===== config.mk =====
export PLATFORM = sky130hd
export DESIGN_NAME = ring_presence_qualifier
export DESIGN_NICKNAME = d
export VERILOG_FILES = /design/src/rtl/rpq_pkg.sv /design/src/rtl/rpq_presence_timer.sv /design/src/rtl/rpq_gap_watch.sv /design/src/rtl/rpq_ctrl.sv /design/src/rtl/ring_presence_qualifier.sv
export SDC_FILE = /design/constraint.sdc
export NUM_CORES = 1
export LEC_CHECK = 0
export CAP_MARGIN = 20
export CORE_AREA = 2 2 70 46
export CTS_CLUSTER_SIZE = 30
export DETAILED_ROUTE_END_ITERATION = 10
export DIE_AREA = 0 0 72 48
export GPL_TIMING_DRIVEN = 0
export PLACE_DENSITY = 0.75
export SYNTH_ARGS = -nofsm -noshare
export SYNTH_HDL_FRONTEND = slang
export SYNTH_SLANG_ARGS = --single-unit

===== constraint.sdc =====
create_clock -name clk_i -period 2.3 [get_ports clk_i]
set_input_delay 0.345 -clock clk_i [delete_from_list [all_inputs] [get_ports clk_i]]
set_output_delay 0.345 -clock clk_i [all_outputs]
set_load 0.01 [all_outputs]

===== src/rtl/rpq_pkg.sv =====
package rpq_pkg;
  typedef enum logic [1:0] {
    RPQ_IDLE  = 2'd0,
    RPQ_QUAL  = 2'd1,
    RPQ_TRACK = 2'd2
  } rpq_state_e;
endpackage


===== src/rtl/rpq_presence_timer.sv =====
module rpq_presence_timer #(
  parameter int unsigned LIMIT = 4688
) (
  input  logic clk_i,
  input  logic rst_ni,
  input  logic run_i,
  output logic full_o
);
  localparam int unsigned W = $clog2(LIMIT + 1);
  localparam logic [W-1:0] LAST = W'(LIMIT - 1);

  logic [W-1:0] cnt_q;

  assign full_o = (cnt_q == LAST);

  always_ff @(posedge clk_i or negedge rst_ni) begin
    if (!rst_ni) begin
      cnt_q <= '0;
    end else if (!run_i) begin
      cnt_q <= '0;
    end else if (!full_o) begin
      cnt_q <= cnt_q + W'(1);
    end
  end
endmodule


===== src/rtl/rpq_gap_watch.sv =====
module rpq_gap_watch #(
  parameter int unsigned LIMIT = 3125
) (
  input  logic clk_i,
  input  logic rst_ni,
  input  logic arm_i,
  input  logic seen_i,
  output logic expire_o
);
  localparam int unsigned W = $clog2(LIMIT + 1);
  localparam logic [W-1:0] LAST = W'(LIMIT - 1);

  logic [W-1:0] cnt_q;
  logic         at_last;

  assign at_last  = (cnt_q == LAST);
  // a strobe in the limit cycle still counts as on time
  assign expire_o = arm_i && !seen_i && at_last;

  always_ff @(posedge clk_i or negedge rst_ni) begin
    if (!rst_ni) begin
      cnt_q <= '0;
    end else if (!arm_i || seen_i) begin
      cnt_q <= '0;
    end else if (!at_last) begin
      cnt_q <= cnt_q + W'(1);
    end
  end
endmodule


===== src/rtl/rpq_ctrl.sv =====
module rpq_ctrl
  import rpq_pkg::*;
(
  input  logic       clk_i,
  input  logic       rst_ni,
  input  logic       off_hook_i,
  input  logic       done_i,
  input  logic       valid_i,
  input  logic       qual_full_i,
  input  logic       gap_expire_i,
  output rpq_state_e state_o,
  output logic       alert_o
);
  rpq_state_e state_q, state_d;
  logic       latest_q, latest_d;
  logic       good_res, bad_res;

  assign good_res = done_i && valid_i;
  assign bad_res  = done_i && !valid_i;

  always_comb begin
    state_d  = state_q;
    latest_d = latest_q;
    if (off_hook_i) begin
      state_d  = RPQ_IDLE;
      latest_d = 1'b0;
    end else begin
      unique case (state_q)
        RPQ_IDLE: begin
          latest_d = 1'b0;
          if (good_res) state_d = RPQ_QUAL;
        end
        RPQ_QUAL: begin
          // invalid or missing result beats window completion
          if (bad_res || gap_expire_i) begin
            state_d = RPQ_IDLE;
          end else if (qual_full_i) begin
            state_d  = RPQ_TRACK;
            latest_d = 1'b1;
          end
        end
        RPQ_TRACK: begin
          if (done_i)            latest_d = valid_i;
          else if (gap_expire_i) latest_d = 1'b0;
        end
        default: begin
          state_d  = RPQ_IDLE;
          latest_d = 1'b0;
        end
      endcase
    end
  end

  always_ff @(posedge clk_i or negedge rst_ni) begin
    if (!rst_ni) begin
      state_q  <= RPQ_IDLE;
      latest_q <= 1'b0;
    end else begin
      state_q  <= state_d;
      latest_q <= latest_d;
    end
  end

  assign state_o = state_q;
  assign alert_o = (state_q == RPQ_TRACK) && latest_q;
endmodule


===== src/rtl/ring_presence_qualifier.sv =====
module ring_presence_qualifier
  import rpq_pkg::*;
#(
  parameter int unsigned QUAL_TICKS = 4688,
  parameter int unsigned GAP_TICKS  = 3125
) (
  input  logic clk_i,
  input  logic rst_ni,
  input  logic off_hook_i,
  input  logic done_i,
  input  logic valid_i,
  output logic alert_o
);
  rpq_state_e state;
  logic       qual_full;
  logic       gap_expire;

  rpq_presence_timer #(.LIMIT(QUAL_TICKS)) u_presence (
    .clk_i  (clk_i),
    .rst_ni (rst_ni),
    .run_i  (state == RPQ_QUAL),
    .full_o (qual_full)
  );

  rpq_gap_watch #(.LIMIT(GAP_TICKS)) u_gap (
    .clk_i    (clk_i),
    .rst_ni   (rst_ni),
    .arm_i    (state != RPQ_IDLE),
    .seen_i   (done_i),
    .expire_o (gap_expire)
  );

  rpq_ctrl u_ctrl (
    .clk_i        (clk_i),
    .rst_ni       (rst_ni),
    .off_hook_i   (off_hook_i),
    .done_i       (done_i),
    .valid_i      (valid_i),
    .qual_full_i  (qual_full),
    .gap_expire_i (gap_expire),
    .state_o      (state),
    .alert_o      (alert_o)
  );
endmodule


Word level (Yosys, flattened, before mapping)
Index checks and enable logic that the tools add are counted.

operators by class
  equality and inequality tests = 12
  add/subtract/negate cells = 2
  reduce and logical (&&, ||, !) cells = 14
  muxes and demuxes = 15

operators with widths
  cell                                                   count
  2-to-1 mux 13 bit                                      2
  2-to-1 mux 12 bit                                      2
  adder 13 x 1 -> 13 bit, second input constant          1
  equality test 13 bit, second input constant            1
  adder 12 x 1 -> 12 bit, second input constant          1
  equality test 12 bit, second input constant            1
  2-to-1 mux 2 bit                                       4
  inequality test 4 x 3 -> 1 bit, second input constant  2
  inequality test 2 bit, second input constant           3
  inequality test 3 bit, second input constant           2
  one-hot mux 2 bit (3 select lines)                     1
  AND reduction 3 bit                                    2
  logical AND 1 bit                                      5
  2-to-1 mux 1 bit                                       5
  zero test 1 bit                                        3
  inequality test 3 x 2 -> 1 bit, second input constant  1
  equality test 2 x 1 -> 1 bit, second input constant    1
  equality test 2 bit, second input constant             1
  zero test 2 bit                                        1
  logical OR 1 bit                                       2
  one-hot mux 1 bit (2 select lines)                     1
  nonzero test 2 bit                                     1

storage, ports and cells
  register bits = 28
  input bits = 5
  output and inout bits = 1
  word-level logic and storage cells = 47

Depth between registers and ports, before layout
  depth after elaboration = 7
  gate-level depth with buffers = 7

By module
A second synthesis with hierarchy kept.

second synthesis, totals
  cell total of the unflattened synthesis = 177
  area total of the unflattened synthesis = 1665.3 um2

modules (own cells, without submodules)
  module                   cells an instance  area an instance (um2)  seq. area each (um2)  instances
  rpq_gap_watch            71                 689.4                   300.3                 1
  rpq_presence_timer       72                 681.9                   325.3                 1
  rpq_ctrl                 32                 281.5                   75.1                  1
  ring_presence_qualifier  2                  12.5                    0.0                   1

Least setup slack after synthesis
OpenSTA, ideal clock, no wires.

  path type = reg-to-reg
  from = register u_gap.cnt_q[0]
  to = register u_ctrl.latest_q
  setup slack = 0.453 ns
  stages on the path, launching flop included = 8
  data required time = 2.232 ns
  data arrival time = 1.779 ns
  setup time = 0.068 ns
  path buffers = 0
  path through = dfrtp_1 -> inv_1 -> ha_1 -> nor3b_1 -> nand3_1 -> o21a_1 -> or4_1 -> nand3_1

between the ends
  word-level cells in the longest chain between the ends = 5
  elaborated cells on any way between the ends = 6

RTL lines
  item                             RTL line             source
  start, declared                  rpq_gap_watch.sv:13  logic [W-1:0] cnt_q;
  start signal, assigned           rpq_gap_watch.sv:26  cnt_q <= cnt_q + W'(1);
  equality test 12 bit *           rpq_gap_watch.sv:16  assign at_last = (cnt_q == LAST);
  logical AND 1 bit *              rpq_gap_watch.sv:18  assign expire_o = arm_i && !seen_i && at_last;
  logical OR 1 bit                 rpq_ctrl.sv:35       if (bad_res || gap_expire_i) begin
  inequality test 3 bit (no line)  -
  AND reduction 3 bit (no line) *  -
  end signal, assigned             rpq_ctrl.sv:60       latest_q <= latest_d;
  end, declared                    rpq_ctrl.sv:15       logic latest_q, latest_d;

Every way passes the cells marked *; elsewhere a longest branch is shown, timed or not.
A chain may end at the register's enable or synchronous reset.

Worst setup path after layout
Ends and elaborated chain as after synthesis.

==> flow_summary.ini <==
[place]
place_congestion = 0.8502
hpwl_um = 2035
io_buffers = 5
dp_slack_ns = 0.2552

[grt]
globalRouteOverflowTotal = 0
grt_pass1_vias = 1097
track_usage = 0.1924
grt_antenna_before_repair = 0
grt_first_pass_wirelength_um = 4809
grt_max_degree = 22

[critical_path]
required_ns = 2.52
cp-end-kind = flip-flop
rrSetupSlack_ns = 0.16
crit_fanout = 5
reg2reg_from = u_gap.cnt_q[0]
cp.arrival_ns = 2.35
worstSetupPathType = reg2reg
cp-start-kind = flip-flop
r2r_cells = 7
regToRegEndpoint = u_ctrl.latest_q

[drt]
ant_nets = 0
via_per_inst = 5.498
detail_route.first_pass.iterations = 4
route.detailed.wl_per_inst_um = 13.87
num_vias = 1116
drt-initial-drc-count = 62
wirelength_um = 2816
drc = 0

[power]
p_seq_frac = 0.507
comb_power_share = 0.215
switchingPower_w = 0.0003088
internal_power_w = 0.0007788
ir_worst_vdd_uv = 440.5
p_per_area_nw_per_um2 = 621.8
p_sw_frac = 0.2839
p_clk_frac = 0.278
leakage_nw = 0.8115

[yosys]
synthXorXnorAreaFrac = 0.1057
synth_top_cell_area_share = 0.4452
synth_enable_flop_cells = 0
yosys.area_share.adder = 0.04769
syn-cell-area_sq_um = 1574
async_flop_share = 1.000
syn_inst = 159
synth_top_area_cell = dfrtp_1
syn-num-nets = 170
yosysWarnings = 0
synth-compound-area-share = 0.05167
synth_common_cells = dfrtp_1 (28), nor2_1 (15), nand2_1 (13)
syn_area_per_cell_sq_um = 9.899
yosys.area_share.simple = 0.3132
ys_types = 34
synth.area.top_cells = dfrtp_1 (45%), xor2_1 (6.7%), ha_1 (4.8%)
synth_mux_area_frac = 0.02226
synth.most_common_cell = dfrtp_1
ys_seq_area_frac = 0.4452
ys_seq_elements = 28
dominantRegCellSynth = dfrtp_1
synth_top_family_by_area = simple AND/OR/NAND/NOR gates

[status]
status = complete, no violations

[final_layout]
nFillCells = 205
syn_to_final_growth_pct = 11.13
fin_nets = 181
final_layout_size_suffix_gt1_frac = 0.08876
n_antenna_cell = 0

[die]
die_height_um = 48
pin_count = 6
fp.dieW_um = 72
start_util = 0.5705
design.core.area_sq_um = 2759
num_rows = 15
dieArea_sq_um = 3456

[sta]
worstMarginPinSlew_ns = 0.4652
setup-tns-final_ns = 0
max_freq_mhz = 468.1
period_share = 0.9288
setup_violations = 0
finClkSkew_ns = 0.002007
rsz0062_at_grt = false
layout_setup_ws_ns = 0.1637
period_minus_slack_ns = 2.136
hold_viol_final = 0
drv_slew = 0
slew_headroom = 0.6889

[clock_network]
clkLatencyLatePin_ns = 0.27
holdBufCountCts = 0
root_buffer = clkbuf_8
postCtsSetupBuffers = 0
path_clk_slew_ns = 0.09
cts_tree = yes
post_cts_resized = 0
cts_sinks = 28
cts_buffer_depth = 2
cts_made_buffers = 3
h-tree-depth = 1

[hold_path]
hp-class = in2async

[run]
maxCapViolCount = 0
-- power groups by stage --
stage	logic [W]	clock network [W]	registers [W]
after floorplan	0.000165	0	0.000553
after global routing	0.000265	0.000339	0.000557
after global placement	0.000216	0	0.000557
final	0.000234	0.000302	0.000551
after detailed placement	0.000235	0	0.000561
after CTS	0.000236	0.000315	0.000551
-- metal layers --
metal,vias up,wire [um],track usage,share of wire
met4,0,67,0.09434,0.024
met1,528,1434,0.2412,0.51
li1,559,-,-,-
met5,-,0,0,0
met2,21,1225,0.3167,0.44
met3,8,89,0.05684,0.032
-- state kept, by name, indices dropped and copies added, names as in the netlist --
register	cells
u_ctrl.state_o	2
u_presence.cnt_q	13
u_gap.cnt_q	12
u_ctrl.latest_q	1
-- cell usage in the layout (no fill, tap or decap), drive strengths merged, types with 3 or more instances in the layout --
cell type	netlist	final
xnor2	7	7
a21oi	6	6
and2	11	11
nor2	15	15
xor2	12	12
and3	10	10
clkdlybuf4s50	0	5
ha	6	6
o21ai	3	3
nor2b	5	5
nand2	13	13
nand4	3	3
clkbuf	2	6
nand3	10	10
dfrtp	28	28
inv	4	4
-- critical path, cell delays in order (launching register included) --
cell	delay (ns)
dfrtp_1	0.44
inv_1	0.09
ha_1	0.13
nor3b_1	0.30
nand3_1	0.28
o21a_1	0.27
or4_1	0.49
nand3_1	0.08
-- layout make-up --
cell class,count,area [sq um],area share
Multi-Input combinational cell,125,850.8,0.4864
Sequential cell,28,700.7,0.4006
Timing Repair Buffer,6,77.57,0.04435
Clock buffer,4,55.05,0.03147
Tap cell,34,42.54,0.02432
Inverter,4,15.01,0.008584
Buffer,2,7.507,0.004292
-- stage by stage --
stage	area, sq um	utilization	cells	hold slack, ns	total power [W]
finish	1749	0.6340	203	0.3815	0.001088
global route	1749	0.6340	203	0.3957	0.001161
CTS	1749	0.6340	203	0.3808	0.001103
detailed placement	1694	0.6141	199	0.5100	0.0007963
global placement	1667	0.6041	198	0.5153	0.0007729
floorplan	1574	-	159	0.04941	0.0007188
-- cells by family (layout without fill, tap and decap cells) --
logic type | after synthesis | in the layout
AOI/OAI and AO/OA | 14 | 14
xor gates and xnor gates | 19 | 19
adders and majority gates | 6 | 6
buffers and inverters | 6 | 16
DFF | 28 | 28
muxes | 3 | 3
and+or+nand+nor | 83 | 83
-- worst max-delay path by stage --
| stage | from | endpoint | depth (start not counted) |
|---|---|---|---|
| global placement | u_gap.cnt_q[0] | u_ctrl.latest_q | 7 |
| CTS | u_gap.cnt_q[0] | u_ctrl.latest_q | 7 |
| floorplan | u_gap.cnt_q[0] | u_ctrl.latest_q | 7 |
| detailed placement | u_gap.cnt_q[0] | u_ctrl.latest_q | 7 |
| global route | u_gap.cnt_q[0] | u_ctrl.latest_q | 7 |
| finish | u_gap.cnt_q[0] | u_ctrl.latest_q | 7 |
Note: power is estimated with default switching activity, not from simulation.
